$ cat src/rtl/los_pkg.sv
package los_pkg;

  typedef enum logic {
    ST_CLEAR    = 1'b0,
    ST_DECLARED = 1'b1
  } los_state_e;

  localparam logic [7:0] THR_BYTE_RST = 8'h01;

endpackage

$ cat src/rtl/los_thr_regs.sv
module los_thr_regs #(
  parameter int REG_W = 8,
  parameter int NREG  = 2,
  parameter int SEL_W = 1,
  parameter logic [REG_W-1:0] RST_VAL = '0
) (
  input  logic                    clk,
  input  logic                    rst_n,
  input  logic                    wr_en,
  input  logic [SEL_W-1:0]        sel,
  input  logic [REG_W-1:0]        wdata,
  output logic [REG_W-1:0]        rdata,
  output logic [NREG*REG_W-1:0]   thr
);

  logic [REG_W-1:0] regs_q [NREG];

  for (genvar g = 0; g < NREG; g++) begin : g_reg
    always_ff @(posedge clk or negedge rst_n) begin
      if (!rst_n) begin
        regs_q[g] <= RST_VAL;
      end else if (wr_en && (sel == SEL_W'(g))) begin
        regs_q[g] <= wdata;
      end
    end
    assign thr[g*REG_W +: REG_W] = regs_q[g];
  end

  always_comb begin
    rdata = '0;
    for (int i = 0; i < NREG; i++) begin
      if (sel == SEL_W'(i)) rdata = regs_q[i];
    end
  end

endmodule

$ cat src/rtl/los_run_counter.sv
module los_run_counter #(
  parameter int W = 16
) (
  input  logic         clk,
  input  logic         rst_n,
  input  logic         take,
  input  logic         hit,
  output logic [W-1:0] cnt_q,
  output logic [W-1:0] cnt_nxt
);

  localparam logic [W-1:0] CNT_MAX = '1;

  always_comb begin
    cnt_nxt = cnt_q;
    if (take) begin
      if (!hit)                cnt_nxt = '0;
      else if (cnt_q != CNT_MAX) cnt_nxt = cnt_q + 1'b1;
    end
  end

  always_ff @(posedge clk or negedge rst_n) begin
    if (!rst_n) cnt_q <= '0;
    else        cnt_q <= cnt_nxt;
  end

endmodule

$ cat src/rtl/los_state.sv
module los_state
  import los_pkg::*;
#(
  parameter int W = 16
) (
  input  logic         clk,
  input  logic         rst_n,
  input  logic         take,
  input  logic         is_zero,
  input  logic [W-1:0] zero_nxt,
  input  logic [W-1:0] ones_nxt,
  input  logic [W-1:0] thr,
  output logic         defect,
  output logic         change
);

  los_state_e state_q, state_d;
  logic [W-1:0] thr_eff;

  assign thr_eff = (thr == '0) ? W'(1) : thr;

  always_comb begin
    state_d = state_q;
    unique case (state_q)
      ST_CLEAR:
        if (take && is_zero && (zero_nxt >= thr_eff)) state_d = ST_DECLARED;
      ST_DECLARED:
        if (take && !is_zero && (ones_nxt >= thr_eff)) state_d = ST_CLEAR;
      default: state_d = ST_CLEAR;
    endcase
  end

  always_ff @(posedge clk or negedge rst_n) begin
    if (!rst_n) begin
      state_q <= ST_CLEAR;
      change  <= 1'b0;
    end else begin
      state_q <= state_d;
      change  <= (state_d != state_q);
    end
  end

  assign defect = (state_q == ST_DECLARED);

endmodule

$ cat src/rtl/sonet_los_monitor.sv
module sonet_los_monitor
  import los_pkg::*;
#(
  parameter int THR_W  = 16,
  parameter int REG_W  = 8,
  parameter int DATA_W = 8,
  localparam int NREG  = THR_W / REG_W,
  localparam int SEL_W = (NREG > 1) ? $clog2(NREG) : 1
) (
  input  logic              clk,
  input  logic              rst_n,
  input  logic              in_valid,
  output logic              in_ready,
  input  logic [DATA_W-1:0] in_data,
  input  logic              reg_wr,
  input  logic [SEL_W-1:0]  reg_sel,
  input  logic [REG_W-1:0]  reg_wdata,
  output logic [REG_W-1:0]  reg_rdata,
  output logic [REG_W-1:0]  los_status,
  output logic              los_event
);

  logic [THR_W-1:0] thr;
  logic [THR_W-1:0] zero_cnt, zero_nxt;
  logic [THR_W-1:0] ones_cnt, ones_nxt;
  logic             take, is_zero, defect;

  assign in_ready = 1'b1;
  assign take     = in_valid && in_ready;
  assign is_zero  = (in_data == '0);

  los_thr_regs #(
    .REG_W  (REG_W),
    .NREG   (NREG),
    .SEL_W  (SEL_W),
    .RST_VAL(REG_W'(THR_BYTE_RST))
  ) u_regs (
    .clk  (clk),
    .rst_n(rst_n),
    .wr_en(reg_wr),
    .sel  (reg_sel),
    .wdata(reg_wdata),
    .rdata(reg_rdata),
    .thr  (thr)
  );

  los_run_counter #(.W(THR_W)) u_zero_run (
    .clk    (clk),
    .rst_n  (rst_n),
    .take   (take),
    .hit    (is_zero),
    .cnt_q  (zero_cnt),
    .cnt_nxt(zero_nxt)
  );

  los_run_counter #(.W(THR_W)) u_ones_run (
    .clk    (clk),
    .rst_n  (rst_n),
    .take   (take),
    .hit    (!is_zero),
    .cnt_q  (ones_cnt),
    .cnt_nxt(ones_nxt)
  );

  los_state #(.W(THR_W)) u_state (
    .clk     (clk),
    .rst_n   (rst_n),
    .take    (take),
    .is_zero (is_zero),
    .zero_nxt(zero_nxt),
    .ones_nxt(ones_nxt),
    .thr     (thr),
    .defect  (defect),
    .change  (los_event)
  );

  assign los_status = {{(REG_W-1){1'b0}}, defect};

endmodule

$ cat config.mk
export PLATFORM = sky130hd
export DESIGN_NAME = sonet_los_monitor
export DESIGN_NICKNAME = d
export VERILOG_FILES = /design/src/rtl/los_pkg.sv /design/src/rtl/los_thr_regs.sv /design/src/rtl/los_run_counter.sv /design/src/rtl/los_state.sv /design/src/rtl/sonet_los_monitor.sv
export SDC_FILE = /design/constraint.sdc
export NUM_CORES = 1
export LEC_CHECK = 0
export BUFFER_PORTS_ARGS = -buffer_cell sky130_fd_sc_hd__buf_2
export CORE_MARGIN = 3
export CORE_UTILIZATION = 60
export CTS_CLUSTER_DIAMETER = 60
export DETAILED_ROUTE_END_ITERATION = 7
export GPL_TIMING_DRIVEN = 0
export PLACE_DENSITY_LB_ADDON = 0.15
export SYNTH_ARGS = -nofsm -noshare
export SYNTH_HDL_FRONTEND = slang
export SYNTH_HIERARCHICAL = 1
export SYNTH_SLANG_ARGS = --single-unit
$ cat constraint.sdc
create_clock -name clk -period 4 [get_ports clk]
set_input_delay 0.8 -clock clk [delete_from_list [all_inputs] [get_ports clk]]
set_output_delay 0.8 -clock clk [all_outputs]
set_load 0.03 [all_outputs]
# After elaboration in Yosys (flattened, before gate mapping)
# Index checks and enable logic that the tools add are counted.
# Widths: inputs -> output; s select.
[word_totals]
regBits = 50
latch_bits = 0
mem_bits_rw = 0
rom_bits = 0
output_inout_bits = 18
wordCells = 35
mem_count = 0
[classes]
addsub = 2
mul = 0
n_div = 0
order_cmp = 2
n_eq_ne = 3
shifts = 0
muxes = 11
bitwise = 2
reduce_logical = 9
[ops]
columns = ["cell", "n"]
rows = [
  ["$mux 16", 7],
  ["$add 16x1->16 const B", 2],
  ["$ge 16x16->1", 2],
  ["$ne 16x16->1 const B", 2],
  ["$logic_not 16->1", 1],
  ["$logic_not 8->1", 1],
  ["$mux 8", 1],
  ["$logic_and 1x1->1", 6],
  ["$mux 1", 2],
  ["$not 1->1", 2],
  ["$pmux 1 s2", 1],
  ["$logic_not 1->1", 1],
  ["$ne 1x1->1", 1],
]

# Depth between registers and ports, before layout
# Gate-level depths: netlist of run 1.
[logic_depth]
ltp_word = 9
depth_mapped = 13
depth_no_buf = 12

# By module
# Netlist of run 1, hierarchy kept.
[modules_own_cells]
columns = ["module", "n_inst", "cells_per_inst", "area_each_um2", "seq_area_each_um2"]
rows = [
  ["los_run_counter", 2, 102, 960.9, 400.4],
  ["los_state", 1, 111, 855.8, 50.0],
  ["los_thr_regs", 1, 44, 749.5, 402.9],
  ["sonet_los_monitor", 1, 15, 97.6, 0.0],
]

# Worst setup path before layout of run 1
# No wires, ideal clock.
[synth_timing]
kind = "input port to flip-flop"
from = "input in_data[1]"
to = "register u_state.state_q, in the netlist u_state/defect"
arrival_ns = 3.169
setup_slack_ns = 0.685
stages = 11
n_path_buf = 1
cell_sequence = "nor4_1 and2_1 clkbuf_1 nor2_1 o41ai_1 ha_1 nand2_1 o21ai_0 a22o_1 o311ai_1 o211ai_1"
[synth_between]
elab_chain_cells = 7
[synth_lines]
columns = ["element", "line", "source"]
rows = [
  ["start, declared", "sonet_los_monitor.sv:14", "input logic [DATA_W-1:0] in_data,"],
  ["$logic_not 8->1", "sonet_los_monitor.sv:30", "assign is_zero = (in_data == '0);"],
  ["named net is_zero", "sonet_los_monitor.sv:26", "logic take, is_zero, defect;"],
  ["$mux 16", "los_run_counter.sv:17", "if (!hit) cnt_nxt = '0;"],
  ["$mux 16", "los_run_counter.sv:16", "if (take) begin"],
  ["named net zero_nxt[6]", "sonet_los_monitor.sv:24", "logic [THR_W-1:0] zero_cnt, zero_nxt;"],
  ["$ge 16x16->1", "los_state.sv:26", "if (take && is_zero && (zero_nxt >= thr_eff)) state_d = ST_DECLARED;"],
  ["$logic_and 1x1->1", "los_state.sv:26", ""],
  ["$mux 1", "los_state.sv:26", ""],
  ["$pmux 1 s2", "los_state.sv:24", "unique case (state_q)"],
  ["named net u_state.state_d", "los_state.sv:17", "los_state_e state_q, state_d;"],
  ["end signal, assigned", "los_state.sv:38", "state_q <= state_d;"],
  ["end, declared", "los_state.sv:17", ""],
]
# The timed path passes the listed nets, and every way through them passes these cells.
# A chain may end at the register's enable or synchronous reset.

# Worst setup path after layout of run 1
# Ends and elaborated chain as after synthesis.

==> impl_metrics.json, run 1 <==
{
  "clockBufferDepth": 2,
  "clock_skew_ns": 0.006422,
  "r2r-start": "u_zero_run/cnt_q[0]",
  "drive_gt1_share_pct": 22.78,
  "portBuffers": 29,
  "wl_per_cell_microns": 16.78,
  "grt_use_total_pct": 23.70,
  "die_w_microns": 83.73,
  "synth_edf_count": 0,
  "holdPathStages": 1,
  "hold_path_end": "u_state/change",
  "timing.fmax_mhz": 269.4,
  "p_clk_share_pct": 25.3,
  "hpwl_microns": 6422,
  "synth_cell_type_count": 52,
  "combPwrFrac_pct": 28.9,
  "synth_seq_area_share_pct": 34.59,
  "grt_pass1_wl_microns": 13600,
  "syn_area_sq_um": 3625,
  "crit_path_start": "in_data[1]",
  "worstPathRequired_ns": 4.17,
  "cts_hold_buffers": 0,
  "layout_commonest_cell": "dfrtp_1",
  "vias": 3098,
  "wl_microns": 8204,
  "r2r_slack_ns": 0.57,
  "p_per_area_nw_per_um2": 354.9,
  "synth_ff_type": "dfrtp_1",
  "grt_pass1_vias": 2895,
  "place_inst": 481,
  "r2r_cells": 13,
  "worstSetupEndpointType": "flop",
  "grt_max_degree": 51,
  "worst_r2r_endpoint": "u_state/defect",
  "arrival_ns": 3.88,
  "startpoint_type": "input port",
  "clkTransAtPathRegs_ns": 0.09,
  "cts_resized": 0,
  "initialDrtViolationCount": 156,
  "async_flop_share_pct": 100.0,
  "finalWeightedCongestion": 0.8581,
  "cts_tree": "done",
  "cts_sinks": 50,
  "hp-class": "reg -> reg",
  "cp_max_fo": 10,
  "area_growth_pct": 10.15,
  "whs_ns": 0.5240,
  "p_int_mw": 0.9223,
  "final.setup.tns_ns": 0,
  "io_pins": 39,
  "core_sq_um": 5675,
  "wl_met2_microns": 3912,
  "highest_layer": "met4",
  "ys_warn_count": 6,
  "rsz0062_at_grt": "no",
  "hold_viol": 0,
  "hp-start": "u_state/defect",
  "peakVddDrop_mv": 0.2543,
  "finalCritPeriodShare_pct": 92.78,
  "synth_seq_cells": 50,
  "antenna_left": 0,
  "final_cell_mix": "48 x dfrtp_1, 34 x ha_1, 33 x buf_2",
  "relSlewSlack_pct": 26.44,
  "setup_viol": 0,
  "insertion_delay_ns": 0.30,
  "avgViaCountPerCell": 6.335,
  "die_y_microns": 83.73,
  "met3WireLength_microns": 466,
  "syn_area_per_cell_sq_um": 9.692,
  "cts_setup_buffers": 0,
  "dieArea_sq_um": 7010,
  "crit_type": "in -> reg",
  "p_sw_mw": 0.4948,
  "drc_errors": 0,
  "p_leak_nw": 1.864,
  "switching_share_pct": 34.92,
  "slew_violations": 0,
  "start_util_pct": 63.87,
  "fin_util_pct": 70.35,
  "final.min_clock_period_ns": 3.711,
  "dr.pass1.iters": 4,
  "cts-root-buf": "clkbuf_8",
  "nFillCells": 459,
  "p_seq_share_pct": 45.8,
  "worst_pin_slew_ns": 1.103,
  "diodes": 0,
  "wl_met1_microns": 3679,
  "finalNonFillerCells": 489,
  "fin_nets": 471,
  "status": "finished clean",
  "synthCells": 374,
  "maxCapViolCount": 0,
  "antenna_found_initial": 0,
  "cts_buffers": 5,
  "rows": 27,
  "ctsHtreeMaxLevel": 2,
  "grt-ovfl-total": 0
}
==> logic make-up after synthesis <==
logic type	Yosys count	share of synthesized area (%)
buffers and inverters	44	6.351
xor gates and xnor gates	2	0.4833
adders and majority gates	34	11.74
other	2	0.2072
muxes	24	8.284
AOI/OAI and AO/OA	90	16.81
DFF	50	34.59
and+or+nand+nor	128	21.54
==> power groups by stage <==
stage / Combinational (mW) / Clock, mW / Sequential [mW]
after CTS: 0.409 / 0.363 / 0.648
after detailed placement: 0.406 / 0 / 0.657
final: 0.410 / 0.359 / 0.648
after floorplan: 0.301 / 0 / 0.635
after global placement: 0.387 / 0 / 0.652
after global routing: 0.460 / 0.381 / 0.661
==> Yosys cell counts, types with 4 or more instances <==
cell type	instances	area, sq um
a211oi_1	4	30.03
a21oi_1	29	145.1
a2bb2oi_1	4	35.03
a31oi_1	6	37.54
and4_1	8	70.07
buf_2	4	20.02
buf_4	11	82.58
clkbuf_1	4	15.01
dfrtp_1	48	1201
ha_1	34	425.4
inv_1	23	86.33
mux2_2	16	180.2
mux2_4	8	120.1
nand2_1	24	90.09
nand2b_1	4	25.02
nand3_1	13	65.06
nand4_1	20	125.1
nor2_1	11	41.29
nor3_1	5	25.02
nor4_1	12	75.07
o21ai_0	17	85.08
o21ai_1	6	30.03
o31ai_1	6	45.04
or3_1	8	50.05
or4_1	9	67.56
==> how the worst max path moves through the flow <==
stage,end,cells past startpoint
after floorplan,u_state/defect,11
after global placement,u_state/defect,12
after detailed placement,u_state/defect,12
after CTS,u_state/defect,12
after global routing,u_state/defect,12
final,u_state/defect,12
==> cell type report <==
cell class	count	area [sq um]	area share, %
multi-input cells	286	2163	54.18
flip-flops and latches	50	1254	31.40
repair buffers	29	145.1	3.635
plain buffers	21	143.9	3.604
well taps	72	90.09	2.256
inverters	23	86.33	2.162
clock buffers	6	72.57	1.818
clock inverters	2	37.54	0.9401
==> worst max-delay path: stages <==
cell	delay, ns
buf_2	0.10
nor4_1	0.32
and2_1	0.24
clkbuf_1	0.30
nor2_1	0.27
o41ai_1	0.58
ha_1	0.32
nand2_1	0.08
o21ai_0	0.07
a22o_1	0.27
o311ai_1	0.38
o211ai_1	0.15
==> flip-flops by register name, indices dropped and copies added, names as in the netlist <==
register and count:
u_ones_run/cnt_q 16, u_regs/thr 16, u_state/change 1, u_state/defect 1, u_zero_run/cnt_q 16
==> stage by stage <==
stage               cell area [sq um]  power (mW)  setup slack [ns]
detailed placement               3882       1.063           0.01008
finish                           3993       1.417            0.2887
global route                     3993       1.503           0.08704
global placement                 3882       1.039           0.07761
floorplan                        3647      0.9363            0.6850
CTS                              3993       1.420            0.3254
==> per-layer routing <==
layer / GRT usage, % / vias to the layer above
met5: 0 / -
met2: 39.41 / 105
met3: 3.850 / 12
li1: - / 1505
met1: 32.03 / 1476
met4: 6.579 / 0
Power figures use the tool's default switching activity.
==> run 2, diff against run 1 <==
CORE_UTILIZATION = 64   (was 60)
clock period = 4.5 ns   (was 4 ns; I/O delays follow)
==> run 2 against run 1 <==
Net effect: core utilization grew 4.9 points; worst hold slack lost 0.014 ns; clock skew grew 0.0017 ns; routed wire length grew 1.9%; register-to-register slack gained 0.55 ns; total power shrank 11%; clock power shrank 11%; design area is essentially flat; via count grew 2.1%; critical endpoint unchanged; highest routed layer unchanged.
==> impl_metrics.json, run 2 (synthesis results as in run 1) <==
{
  "cts_tree": "done",
  "grt_max_degree": 51,
  "worstSetupEndpointType": "flop",
  "core_sq_um": 5303,
  "finalCritPeriodShare_pct": 83.25,
  "diodes": 0,
  "hp-class": "reg -> reg",
  "p_leak_nw": 1.864,
  "area_growth_pct": 10.08,
  "fin_nets": 471,
  "grt_pass1_wl_microns": 13860,
  "die_y_microns": 81.26,
  "vias": 3163,
  "startpoint_type": "input port",
  "ctsHtreeMaxLevel": 2,
  "pre_cts_ws_ns": 0.4094,
  "layout_commonest_cell": "dfrtp_1",
  "start_util_pct": 68.36,
  "grt-ovfl-total": 0,
  "place_inst": 479,
  "cts_setup_buffers": 0,
  "clkTransAtPathRegs_ns": 0.10,
  "cp_max_fo": 10,
  "initialDrtViolationCount": 298,
  "timing.fmax_mhz": 266.9,
  "wl_per_cell_microns": 17.17,
  "cts_sinks": 50,
  "p_per_area_nw_per_um2": 317.3,
  "setup_slack_ns": 0.7535,
  "cts_buffers": 5,
  "cts_hold_buffers": 0,
  "hpwl_microns": 6301,
  "antenna_found_initial": 0,
  "drc_errors": 0,
  "insertion_delay_ns": 0.30,
  "dieArea_sq_um": 6602,
  "portBuffers": 29,
  "slew_violations": 0,
  "grt_pass1_vias": 2973,
  "antenna_left": 0,
  "status": "finished clean",
  "relSlewSlack_pct": 25.76,
  "clock_skew_ns": 0.008157,
  "crit_type": "in -> reg",
  "setup_viol": 0,
  "rsz0062_at_grt": "no",
  "worst_pin_slew_ns": 1.114,
  "maxCapViolCount": 0,
  "worstPathRequired_ns": 4.67,
  "power.total_mw": 1.266,
  "grt_use_total_pct": 27.08,
  "finalWeightedCongestion": 0.8482,
  "cts-root-buf": "clkbuf_8",
  "rows": 26,
  "final.min_clock_period_ns": 3.746,
  "dr.pass1.iters": 5,
  "final.setup.tns_ns": 0,
  "hold_viol": 0,
  "wl_microns": 8361,
  "arrival_ns": 3.92,
  "final_cell_mix": "48 x dfrtp_1, 34 x ha_1, 33 x buf_2",
  "die_w_microns": 81.26,
  "peakVddDrop_mv": 0.2163,
  "avgViaCountPerCell": 6.495,
  "drive_gt1_share_pct": 22.78,
  "finalNonFillerCells": 487,
  "cts_resized": 0,
  "io_pins": 39,
  "clockBufferDepth": 2
}
==> run 2: area by class of cell <==
type	count	area (sq um)
buffer	21	143.9
clock buffer	6	72.57
clock inverter	2	37.54
fill	392	1313
inverter	23	86.33
multi-input combinational	286	2163
sequential	50	1254
tap	70	87.58
timing repair buffer	29	145.1
==> run 2: metrics by stage <==
| stage | util (%) | hold slack, ns | cell area [sq um] |
|---|---|---|---|
| 6_report | 75.25 | 0.5098 | 3990 |
| 5_1_grt | 75.25 | 0.5575 | 3990 |
| 4_1_cts | 75.25 | 0.5215 | 3990 |
| 3_5_place_dp | 73.17 | 0.5134 | 3880 |
| 3_3_place_gp | 73.17 | 0.4902 | 3880 |
| 2_1_floorplan | - | 0.4734 | 3647 |
==> run 2: power breakdown <==
group	internal, mW	switching (mW)	total [mW]
clock network	0.166	0.154	0.320
registers	0.503	0.0726	0.575
logic	0.152	0.219	0.370
total	0.820	0.446	1.27
==> run 2: critical path, stage by stage <==
cell and delay, ns:
buf_2 0.10, nor4_1 0.34, and2_1 0.24, clkbuf_1 0.31, nor2_1 0.27, o41ai_1 0.50, ha_1 0.31, nand2_1 0.08
o21ai_0 0.09, a22o_1 0.28, o311ai_1 0.36, o211ai_1 0.15
==> run 2: per-layer routing <==
metal  up-vias  part of all wire [%]  GRT usage [%]
met3        18                   6.5          3.659
met4         0                   1.7          7.432
met5         -                     0              0
met1      1498                    44          36.71
met2       147                    48          45.48
li1       1500                     -              -
==> run 2: path summary, 6_finish.rpt <==
path / slack [ns] / startpoint / to / depth (start not counted)
setup / recovery: 0.75 / in_data[7] / u_state/defect / 12
hold / removal: 0.51 / u_state/defect / u_state/change / 1
setup reg to reg: 1.12 / u_zero_run/cnt_q[0] / u_state/defect / 12
hold reg to reg: 0.51 / u_state/defect / u_state/change / 1
max in group asynchronous: 3.01 / rst_n / u_zero_run/cnt_q[5] / 1
min in group asynchronous: 0.80 / rst_n / u_zero_run/cnt_q[12] / 1
